<file path="config.mk">
export PLATFORM = sky130hd
export DESIGN_NAME = digit_scanner
export DESIGN_NICKNAME = d
export VERILOG_FILES = /design/src/rtl/scan_pkg.sv /design/src/rtl/scan_edge.sv /design/src/rtl/scan_pos.sv /design/src/rtl/scan_mux.sv /design/src/rtl/scan_gate.sv /design/src/rtl/digit_scanner.sv
export SDC_FILE = /design/constraint.sdc
export NUM_CORES = 1
export LEC_CHECK = 0
export ABC_AREA = 1
export BUFFER_PORTS_ARGS = -buffer_cell sky130_fd_sc_hd__buf_2
export CAP_MARGIN = 40
export CORE_AREA = 2 2 39 41
export CTS_BUF_LIST = sky130_fd_sc_hd__clkbuf_8
export CTS_CLUSTER_DIAMETER = 30
export DETAILED_ROUTE_END_ITERATION = 16
export DIE_AREA = 0 0 41 43
export HOLD_SLACK_MARGIN = 0.08
export PLACE_DENSITY = 0.72
export SETUP_SLACK_MARGIN = 0.15
export SYNTH_ARGS = -nofsm -noshare
export SYNTH_HDL_FRONTEND = slang
export SYNTH_SLANG_ARGS = --single-unit
</file>
<file path="constraint.sdc">
create_clock -name clk -period 1.08 [get_ports clk]
set_clock_uncertainty 0.05 [all_clocks]
set_input_delay 0.216 -clock clk [delete_from_list [all_inputs] [get_ports clk]]
set_output_delay 0.216 -clock clk [all_outputs]
set_load 0.005 [all_outputs]
</file>
<file path="src/rtl/scan_pkg.sv">
// Shared constants and helpers for the digit scanner.
// Assumes decades are ordered units first (index 0).
package scan_pkg;
    localparam int DEF_DIGITS  = 5;
    localparam int DEF_DIGIT_W = 4;

    // Returns the one-hot code of the most significant position.
    function automatic logic [DEF_DIGITS-1:0] top_code();
        logic [DEF_DIGITS-1:0] c;
        c = '0;
        c[DEF_DIGITS-1] = 1'b1;
        return c;
    endfunction
endpackage

</file>
<file path="src/rtl/scan_edge.sv">
// Rising-edge detector for the scan clock, sampled in the system clock domain.
// Assumes scan_clk is already synchronous to clk; the sample register resets
// high so a level held across reset is not taken as an edge.
module scan_edge (
    input  logic clk,
    input  logic rst_n,
    input  logic scan_clk,
    output logic step
);
    logic prev_q;

    // Remember the previous sample of the scan clock.
    always_ff @(posedge clk) begin
        if (!rst_n) prev_q <= 1'b1;
        else        prev_q <= scan_clk;
    end

    // One-cycle pulse on a low-to-high change.
    always_comb step = scan_clk & ~prev_q;
endmodule

</file>
<file path="src/rtl/scan_pos.sv">
// One-hot position register for the scanner, walking from the top position
// down to position 0 and wrapping; skip leaves position 0 out.
// Assumes step is a single-cycle pulse.
module scan_pos #(
    parameter int NUM_DIGITS = scan_pkg::DEF_DIGITS
) (
    input  logic                  clk,
    input  logic                  rst_n,
    input  logic                  step,
    input  logic                  scan_rst,
    input  logic                  skip,
    output logic [NUM_DIGITS-1:0] pos
);
    localparam int TOP = NUM_DIGITS - 1;
    localparam logic [NUM_DIGITS-1:0] TOP_CODE = {1'b1, {(NUM_DIGITS-1){1'b0}}};

    logic [NUM_DIGITS-1:0] pos_q;
    logic [NUM_DIGITS-1:0] nxt;

    // Next position for each one-hot bit when a step is taken.
    for (genvar i = 0; i < NUM_DIGITS; i++) begin : g_next
        if (i == TOP) begin : g_top
            always_comb nxt[i] = pos_q[0] | (skip & pos_q[1]);
        end else if (i == 0) begin : g_unit
            always_comb nxt[i] = pos_q[1] & ~skip;
        end else begin : g_mid
            always_comb nxt[i] = pos_q[i+1];
        end
    end

    // Position register: reset and scan reset park on the top position.
    always_ff @(posedge clk) begin
        if (!rst_n)        pos_q <= TOP_CODE;
        else if (scan_rst) pos_q <= TOP_CODE;
        else if (step)     pos_q <= nxt;
    end

    always_comb pos = pos_q;

    AST_POS_ONEHOT: assert property (@(posedge clk) disable iff (!rst_n)
        $onehot(pos_q));
    AST_RESET_TOP: assert property (@(posedge clk)
        !rst_n |=> pos_q[TOP]);
    AST_SCAN_RST_TOP: assert property (@(posedge clk) disable iff (!rst_n)
        scan_rst |=> pos_q[TOP]);
    AST_HOLD_NO_STEP: assert property (@(posedge clk) disable iff (!rst_n)
        (!step && !scan_rst) |=> $stable(pos_q));
    AST_SKIP_NO_UNITS: assert property (@(posedge clk) disable iff (!rst_n)
        (skip && !pos_q[0]) |=> !pos_q[0]);
endmodule

</file>
<file path="src/rtl/scan_mux.sv">
// AND-OR selector picking the digit marked by a one-hot position.
// Assumes sel is one-hot; position 0 uses the display-adjusted units value.
module scan_mux #(
    parameter int NUM_DIGITS = scan_pkg::DEF_DIGITS,
    parameter int DIGIT_W    = scan_pkg::DEF_DIGIT_W
) (
    input  logic [NUM_DIGITS-1:0]              sel,
    input  logic [DIGIT_W-1:0]                 units_disp,
    input  logic [(NUM_DIGITS-1)*DIGIT_W-1:0]  upper_digits,
    output logic [DIGIT_W-1:0]                 digit
);
    logic [DIGIT_W-1:0] lane [NUM_DIGITS];

    // Lay out each position's digit source.
    for (genvar i = 0; i < NUM_DIGITS; i++) begin : g_lane
        if (i == 0) begin : g_units
            always_comb lane[i] = units_disp;
        end else begin : g_upper
            always_comb lane[i] = upper_digits[(i-1)*DIGIT_W +: DIGIT_W];
        end
    end

    // Merge the lanes under the one-hot select.
    always_comb begin
        digit = '0;
        for (int i = 0; i < NUM_DIGITS; i++)
            digit = digit | ({DIGIT_W{sel[i]}} & lane[i]);
    end
endmodule

</file>
<file path="src/rtl/scan_gate.sv">
// Output gate standing in for a three-state driver: zero data and a low
// valid flag when disabled.
module scan_gate #(
    parameter int W = 4
) (
    input  logic         en,
    input  logic [W-1:0] din,
    output logic [W-1:0] dout,
    output logic         valid
);
    // Pass or block the value.
    always_comb begin
        dout  = en ? din : '0;
        valid = en;
    end
endmodule

</file>
<file path="src/rtl/digit_scanner.sv">
// Digit scanner top: sampled scan edge, one-hot position walk, digit
// selection and independent gating of the data bus and select vector.
// Assumes all inputs are synchronous to clk.
module digit_scanner #(
    parameter int NUM_DIGITS = scan_pkg::DEF_DIGITS,
    parameter int DIGIT_W    = scan_pkg::DEF_DIGIT_W
) (
    input  logic                                clk,
    input  logic                                rst_n,
    input  logic                                scan_clk,
    input  logic                                scan_rst,
    input  logic                                skip_units,
    input  logic                                oe_data,
    input  logic                                oe_sel,
    input  logic [DIGIT_W-1:0]                  units_disp,
    input  logic [(NUM_DIGITS-1)*DIGIT_W-1:0]   upper_digits,
    output logic [DIGIT_W-1:0]                  bcd_out,
    output logic                                bcd_valid,
    output logic [NUM_DIGITS-1:0]               sel_out,
    output logic                                sel_valid
);
    logic                  step;
    logic [NUM_DIGITS-1:0] pos;
    logic [DIGIT_W-1:0]    digit;

    scan_edge u_edge (
        .clk      (clk),
        .rst_n    (rst_n),
        .scan_clk (scan_clk),
        .step     (step)
    );

    scan_pos #(.NUM_DIGITS(NUM_DIGITS)) u_pos (
        .clk      (clk),
        .rst_n    (rst_n),
        .step     (step),
        .scan_rst (scan_rst),
        .skip     (skip_units),
        .pos      (pos)
    );

    scan_mux #(.NUM_DIGITS(NUM_DIGITS), .DIGIT_W(DIGIT_W)) u_mux (
        .sel          (pos),
        .units_disp   (units_disp),
        .upper_digits (upper_digits),
        .digit        (digit)
    );

    scan_gate #(.W(DIGIT_W)) u_gate_bcd (
        .en    (oe_data),
        .din   (digit),
        .dout  (bcd_out),
        .valid (bcd_valid)
    );

    scan_gate #(.W(NUM_DIGITS)) u_gate_sel (
        .en    (oe_sel),
        .din   (pos),
        .dout  (sel_out),
        .valid (sel_valid)
    );

    AST_SEL_ONEHOT_OUT: assert property (@(posedge clk) disable iff (!rst_n)
        sel_valid |-> $onehot(sel_out));
    AST_SEL_BLANK: assert property (@(posedge clk) disable iff (!rst_n)
        !sel_valid |-> (sel_out == '0));
endmodule

</file>
==> qor.txt, run 1 <==
Pwr Density - 934 nW/um2
final slew viol count - 0
DRC viols - 0
Final Cycle Share - 114%
peak supply drop - 0.676 mV
Post-Synthesis Net Count - 109
Mapped Area - 435 um2
#FFs+latches synth - 6
Place WS - 0.0443 ns
Net Sw Frac - 23.8%
CTS tree - yes
FILL cells - 150
Die ar. - 1760 um2
share of layout cells above drive strength 1 - 50.0%
fin nets - 155
vias post-DR - 622
Int Power - 0.000539 W
WL/cell - 8.94 um
Final Hold Fails - 0
die height - 43 um
synth warn - 0
Tot GR Track Use - 15.7%
Post-CTS Hold Fix Bufs - 0
Clock Sinks - 6
final setup violation count - 9
Worst Hold Class - in -> reg
Worst-Margin Slew - 0.165 ns
Req. time, crit path - 0.81 ns
clock group share of total power - 48.0%
remaining global-route overflow - 0
Routed WL - 1270 um
max_cap viols - 0
status - finished with violations
hpwl dp - 1040 um
first-pass GRT wire length - 1900 um
Total Power - 0.000707 W
# H-tree levels - 1
number of instances in the placed design - 137
Syn-to-layout area delta - 73.9%
area of the multi-input gates - 259 um2
starting density of the core - 31.5%
vias in the first global route - 566
drt first-iter violations - 3
register area - 134 um2
Reg power frac - 32.5%
count of cell types in the netlist - 12
DRT Pass-1 Iters - 3
net switching power - 0.000168 W
row count - 14
Worst Path Arrival - 0.96 ns
failing checks - setup timing
antenna violations before repair - 0
Chip Width - 41 um
register area share after synthesis - 27.6%
Static Leakage - 0.464 nW
core box area - 1380 um2
Achievable Freq - 814 MHz
Boundary Pins - 38
vias per cell - 4.38
Syn Inst Count - 82
Finished Layout Cells - 142
Reg clk slew, reported paths - 0.04 ns
IO Port Bufs - 37
final setup margin - -0.148 ns
syn_area_per_cell - 5.31 um2
CTS buffer count - 3
R2R depth - 6
FF-to-FF setup slack - 0.12 ns
Setup crit start - u_pos.pos[3]
combinational power share - 19.5%
Max clock buf depth - 2
Max-Slew Margin vs Limit - 89.0%
RSZ-0062 raised after global routing - yes
WHS Path Cells - 2
critical path peak fanout - 5
Setup CP Type - reg -> out
crit path capture type - output pin
crit start category - register
pin count of the biggest net entering global routing - 7
GP Congestion - 0.743
HP Start - scan_clk
WHS Endpoint - u_edge.prev_q
# diodes - 0
root buf cell - clkbuf_8
r2r endpoint - u_pos.pos[0]
reg2reg start - u_pos.pos[1]
latest clock arrival within the worst-skew pair - 0.22 ns
Final Critical Period - 1.23 ns
Final ANT Viol Nets - 0
[layout by cell type (no fill, tap or decap)]
master    count
buf_2        35
nand2_1      30
nor2_1       17
inv_1         6
nand3_1       5
inv_2         5
buf_6         5
nand2_2       4
buf_4         4
o21ai_0       3
clkbuf_8      3
dfxtp_4       3
dfxtp_2       2
nor2_2        1
o21ai_1       1
or2_2         1
dfxtp_1       1
[power by group through the flow]
stage	Clock (W)	Combinational (W)	Sequential (W)
finish	0.000339	0.000138	0.000230
global route	0.000365	0.000156	0.000230
CTS	0.000342	0.000135	0.000233
detailed placement	0	0.000133	0.000238
global placement	0	0.000130	0.000237
floorplan	0	0.0000575	0.000237
[logic make-up after synthesis]
kind of cell	count (synthesis)	synth area share (%)
simple gates	58	53.2
compound gates	4	4.60
flops	6	27.6
buf+inv	14	14.7
[worst max-delay path, stage by stage (launching register included)]
cell and delay [ns]:
dfxtp_4 0.35, nand2_1 0.06, nand3_1 0.08, nor2_1 0.09, nor2_1 0.04, buf_2 0.12
[flip-flops by register name (all words and copies together) (netlist names)]
register	flops
u_pos.pos	5
u_edge.prev_q	1
[area by class of cell]
cell class | instances | share of cell area [%]
Timing Repair Buffer | 44 | 34.5
Multi-Input combinational cell | 62 | 34.2
Sequential cell | 6 | 17.7
Clock buffer | 3 | 5.45
Inverter | 11 | 5.45
Tap cell | 16 | 2.64
[worst max-delay path by stage]
stage / depth (start not counted) / to / slack, ns
2_1_floorplan: 5 / bcd_out[0] / 0.16
4_1_cts: 5 / bcd_out[3] / -0.15
6_report: 5 / bcd_out[2] / -0.15
5_1_grt: 5 / bcd_out[2] / -0.22
3_5_place_dp: 5 / bcd_out[2] / 0.04
3_3_place_gp: 5 / bcd_out[3] / 0.05
[per-layer routing]
layer	global-route usage (%)	up-vias	routed length (um)
met5	0	-	0
met4	9.33	0	4
met3	4.19	2	88
met2	28.4	20	700
met1	14.0	270	476
li1	-	330	-
[Yosys cell counts]
cell     instances  area (um2)
dfxtp_1          6         120
o21ai_0          3        15.0
nand3_1          5        25.0
nand2_2          1        6.26
buf_4            3        22.5
inv_2            1        3.75
nor2_2           1        6.26
nor2_1          17        63.8
inv_1           10        37.5
or2_2            1        6.26
nand2_1         33         124
o21ai_1          1        5.00
[timing repair]
item                                    in CTS  in global routing
endpoints found under the setup margin       9                 12
buffers inserted                             1                  1
pin swaps                                    1                  4
gates resized for setup                      9                 11
[stage by stage]
stage | utilization [%] | instance area (um2) | hold WS, ns | TNS, ns
2_1_floorplan | - | 435 | 0.273 | 0
3_3_place_gp | 47.4 | 656 | 0.385 | 0
3_5_place_dp | 47.4 | 656 | 0.389 | 0
4_1_cts | 52.0 | 719 | 0.161 | -0.899
5_1_grt | 54.7 | 757 | 0.170 | -1.32
6_report | 54.7 | 757 | 0.160 | -0.891
No activity file was read; power rests on OpenSTA's default activity.
==> run 2: changes to the inputs <==
--- a/config.mk
+++ b/config.mk
@@ -19,3 +19,4 @@
 export SYNTH_ARGS = -nofsm -noshare
 export SYNTH_HDL_FRONTEND = slang
 export SYNTH_SLANG_ARGS = --single-unit
+export TNS_END_PERCENT = 10
==> run 2 against run 1 <==
Against the previous run: the run still ends with setup timing left; total power fell by 0.92%; combinational power fell by 4%; final cell count fell by 1.4%; flip-flop and latch count did not move; count of clock-buffer cells in the layout did not move; sequential share of layout area rose by 0.54 points; worst hold slack barely moved; core utilization fell by 2.6 points.
==> qor.txt, run 2 (same netlist as run 1, synthesis figures left out) <==
final setup margin - -0.131 ns
# diodes - 0
final setup violation count - 9
WHS Endpoint - u_edge.prev_q
remaining global-route overflow - 0
R2R depth - 5
core box area - 1380 um2
leading cell type in the layout, fill and taps excluded - buf_2
max reg flops - 5
Reg clk slew, reported paths - 0.04 ns
delay-heaviest family, CP - flip-flops
FILL cells - 157
DRT Pass-1 Iters - 2
drt first-iter violations - 1
Setup CP Type - reg -> out
Max clock buf depth - 2
latest clock arrival within the worst-skew pair - 0.22 ns
GP Congestion - 0.743
hpwl dp - 1040 um
Die ar. - 1760 um2
r2r endpoint - u_pos.pos[4]
Top cell by count, worst path - nor2_1
CP max stage delay - 0.35 ns
crit start category - register
CP Cell Sequence - nand2_1, nand3_1, nor2_1, nor2_1, buf_2
WL/cell - 8.52 um
Achievable Freq - 826 MHz
Worst-Margin Slew - 0.167 ns
status - finished with violations
peak supply drop - 0.675 mV
Max-Slew Margin vs Limit - 88.8%
Req. time, crit path - 0.81 ns
Static Leakage - 0.455 nW
crit path capture type - output pin
failing checks - setup timing
Syn-to-layout area delta - 65.5%
Final Cycle Share - 112%
pin count of the biggest net entering global routing - 7
WP buf/inv - 1
HP Start - scan_clk
max_cap viols - 0
Worst Path Arrival - 0.95 ns
CTS buffer count - 3
die height - 43 um
fin nets - 153
Final Critical Period - 1.21 ns
design area - 721 um2
number of buffers added for setup after CTS - 0
antenna violations before repair - 0
Final Hold Fails - 0
share of layout cells above drive strength 1 - 46.0%
FF-to-FF setup slack - 0.23 ns
WHS Path Cells - 2
Place WS - 0.0443 ns
reg2reg start - u_pos.pos[1]
CTS tree - yes
row count - 14
vias per cell - 4.37
Pwr Density - 972 nW/um2
Crit path depth - 5
final slew viol count - 0
Crit-path slowest cell - dfxtp_2
root buf cell - clkbuf_8
Post-DP Area - 656 um2
DRC viols - 0
RSZ-0062 raised after global routing - yes
Boundary Pins - 38
Worst Hold Class - in -> reg
IO Port Bufs - 37
Tot GR Track Use - 15.1%
Routed WL - 1190 um
most frequent cells in the layout - 37 x buf_2, 31 x nand2_1, 17 x nor2_1, 9 x inv_1, 5 x nand3_1
critical path peak fanout - 5
Chip Width - 41 um
Total Power - 0.000701 W
vias in the first global route - 526
starting density of the core - 31.5%
vias post-DR - 612
first-pass GRT wire length - 1810 um
Clock Sinks - 6
Final ANT Viol Nets - 0
# H-tree levels - 1
==> run 2: worst register-to-register path: cells and delay by family, from the launching register on <==
kind / cells / cell delay, ns
flip-flops: 1 / 0.35
AND/OR/NAND/NOR: 4 / 0.21
buffers and inverters: 1 / 0.12
==> run 2: metrics by stage <==
stage          setup TNS (ns)  utilization (%)  instances  hold WS, ns
2_1_floorplan               0                -         82        0.273
3_3_place_gp                0             47.4        137        0.385
3_5_place_dp                0             47.4        137        0.389
4_1_cts                -0.903             51.1        140        0.161
5_1_grt                 -1.30             52.1        140        0.170
6_report               -0.828             52.1        140        0.160
==> run 2: worst max-delay path by stage <==
stage | slack (ns) | to | start
5_1_grt | -0.21 | bcd_out[1] | u_pos.pos[2]
3_5_place_dp | 0.04 | bcd_out[2] | u_pos.pos[4]
4_1_cts | -0.15 | bcd_out[3] | u_pos.pos[4]
2_1_floorplan | 0.16 | bcd_out[0] | u_pos.pos[1]
6_report | -0.13 | bcd_out[3] | u_pos.pos[4]
3_3_place_gp | 0.05 | bcd_out[3] | u_pos.pos[4]
==> run 2: layout make-up <==
type | instances | area, um2 | share of cell area [%]
tap | 16 | 20.0 | 2.78
multi-input combinational | 62 | 256 | 35.6
timing repair buffer | 42 | 230 | 31.9
clock buffer | 3 | 41.3 | 5.73
inverter | 11 | 41.3 | 5.73
sequential | 6 | 131 | 18.2
==> run 2: metal layers <==
layer | GRT usage [%] | vias up | share of wire, %
met3 | 3.14 | 3 | 6.1
met4 | 8.00 | 0 | 1.2
met1 | 14.3 | 263 | 39
li1 | - | 327 | -
met2 | 27.5 | 19 | 54
met5 | 0 | - | 0
==> run 2: power by group <==
group          internal [W]  switching (W)  total, W
clock              0.000239      0.0000968  0.000336
combinational     0.0000721      0.0000610  0.000133
sequential         0.000226     0.00000553  0.000231
total              0.000537       0.000163  0.000701
==> run 2: repair_timing <==
item,in CTS,in global routing
gates cloned,0,0
gates resized for setup,6,6
endpoints found under the setup margin,9,10
hold buffers,0,0
pin swaps,1,2
==> run 3: changes to the inputs <==
--- a/config.mk
+++ b/config.mk
@@ -14,7 +14,7 @@
 export DETAILED_ROUTE_END_ITERATION = 16
 export DIE_AREA = 0 0 41 43
 export HOLD_SLACK_MARGIN = 0.08
-export PLACE_DENSITY = 0.72
+export PLACE_DENSITY = 0.75
 export SETUP_SLACK_MARGIN = 0.15
 export SYNTH_ARGS = -nofsm -noshare
 export SYNTH_HDL_FRONTEND = slang
==> constraint.sdc (replaced) <==
create_clock -name clk -period 1.1 [get_ports clk]
set_clock_uncertainty 0.05 [all_clocks]
set_input_delay 0.22 -clock clk [delete_from_list [all_inputs] [get_ports clk]]
set_output_delay 0.22 -clock clk [all_outputs]
set_load 0.005 [all_outputs]
==> run 3 against run 2 <==
Against the previous run: the flow still finishes with violations (setup timing); global-route usage fell by 1.7 points; count of clock-buffer cells in the layout did not move; flip-flop and latch count did not move; design area rose by 0.35%; critical path type unchanged; clock power fell by 1%; die area did not move; via count fell by 3.8%; non-clock buffer count did not move; routed wire length fell by 0.17%; critical endpoint is now bcd_out[1]; register-to-register slack barely moved; setup slack improved by 0.012 ns; core utilization rose by 0.18 points.
==> qor.txt, run 3 (same netlist as run 1, synthesis figures left out) <==
WL/cell - 8.51 um
Worst Path Arrival - 0.95 ns
max_cap viols - 0
Static Leakage - 0.455 nW
IO Port Bufs - 37
DRT Pass-1 Iters - 4
CP max stage delay - 0.35 ns
Worst Hold Class - in -> reg
RSZ-0062 raised after global routing - yes
final setup margin - -0.119 ns
antenna violations before repair - 0
CTS tree - yes
vias post-DR - 589
register area - 134 um2
most frequent cells in the layout - 37 x buf_2, 31 x nand2_1, 17 x nor2_1, 9 x inv_1, 5 x nand3_1
row count - 14
Req. time, crit path - 0.83 ns
Die ar. - 1760 um2
critical path peak fanout - 5
design area - 723 um2
share of layout cells above drive strength 1 - 46.0%
pin count of the biggest net entering global routing - 8
Clock Sinks - 6
number of instances in the placed design - 136
drt first-iter violations - 5
latest clock arrival within the worst-skew pair - 0.22 ns
area of the multi-input gates - 256 um2
Max clock buf depth - 2
Top cell by count, worst path - nor2_1
DRC viols - 0
Boundary Pins - 38
fin nets - 153
die height - 43 um
Setup CP Type - reg -> out
# diodes - 0
Max-Slew Margin vs Limit - 89.3%
Final Cycle Share - 111%
hpwl dp - 956 um
delay-heaviest family, CP - flip-flops
Achievable Freq - 820 MHz
Final Hold Fails - 0
Crit-path slowest cell - dfxtp_4
final setup violation count - 8
Syn-to-layout area delta - 66.1%
Pwr Density - 949 nW/um2
CP Cell Sequence - nand2_1, nand3_1, nor2_1, nor2_1, buf_2
final slew viol count - 0
first-pass GRT wire length - 1620 um
# H-tree levels - 1
Post-CTS Hold Fix Bufs - 0
WP buf/inv - 1
Worst-Margin Slew - 0.159 ns
vias per cell - 4.21
GP Congestion - 0.850
FILL cells - 152
vias in the first global route - 460
crit start category - register
Final ANT Viol Nets - 0
root buf cell - clkbuf_8
Reg clk slew, reported paths - 0.04 ns
Final Critical Period - 1.22 ns
core box area - 1380 um2
starting density of the core - 31.5%
Finished Layout Cells - 140
Chip Width - 41 um
max reg flops - 5
status - finished with violations
Tot GR Track Use - 13.4%
crit path capture type - output pin
CTS buffer count - 3
peak supply drop - 0.646 mV
Routed WL - 1190 um
Post-DP Area - 648 um2
leading cell type in the layout, fill and taps excluded - buf_2
remaining global-route overflow - 0
failing checks - setup timing
## run 3: worst paths after layout
path,endpoint,cells after the start,startpoint,slack [ns]
worst min-delay path,u_edge.prev_q,2,scan_clk,0.16
worst min register to register,u_pos.pos[2],2,u_pos.pos[2],0.50
worst max-delay path,bcd_out[1],5,u_pos.pos[3],-0.12
worst max register to register,u_pos.pos[4],5,u_pos.pos[1],0.24
## run 3: through the flow
step                      utilization [%]  power, W  hold slack, ns  TNS (ns)  worst slack, ns
final                                52.3  0.000686           0.164    -0.643           -0.119
after global routing                 52.3  0.000720           0.184     -1.07           -0.192
after CTS                            51.4  0.000696           0.163    -0.658           -0.122
after detailed placement             46.8  0.000360           0.393         0           0.0435
after global placement               46.8  0.000359           0.384         0           0.0683
after floorplan                         -  0.000289           0.277         0            0.180
## run 3: repair_timing
item	4_1_cts	5_1_grt
gates resized for setup	10	3
setup endpoints to repair	9	9
setup buffers	0	1
pin swaps	0	0
## run 3: power breakdown
part / internal (W) / switching, W / total, W / leakage, nW
registers: 0.000220 / 0.00000595 / 0.000226 / 0.0513
logic: 0.0000705 / 0.0000583 / 0.000129 / 0.382
clock network: 0.000235 / 0.0000966 / 0.000332 / 0.0216
total: 0.000525 / 0.000161 / 0.000686 / 0.455
## run 3: per-layer routing
metal / vias up / track usage [%] / share of wire (%)
li1: 326 / - / -
met1: 238 / 15.2 / 40
met2: 25 / 22.2 / 50
met3: 0 / 1.57 / 9.8
met4: 0 / 8.00 / 0
met5: - / 0 / 0
## run 3: layout make-up
class                      instances  share of cell area [%]
multi-input combinational         62                    35.5
tap                               16                    2.77
inverter                          11                    5.71
sequential                         6                    18.5
clock buffer                       3                    5.71
timing repair buffer              42                    31.8
## run 3: worst reg2reg max path: stages, from the launching register on
cell and delay (ns):
dfxtp_2 0.33, buf_4 0.15, nand2_1 0.05, nand2_1 0.04, nand2_1 0.06, nand3_1 0.06
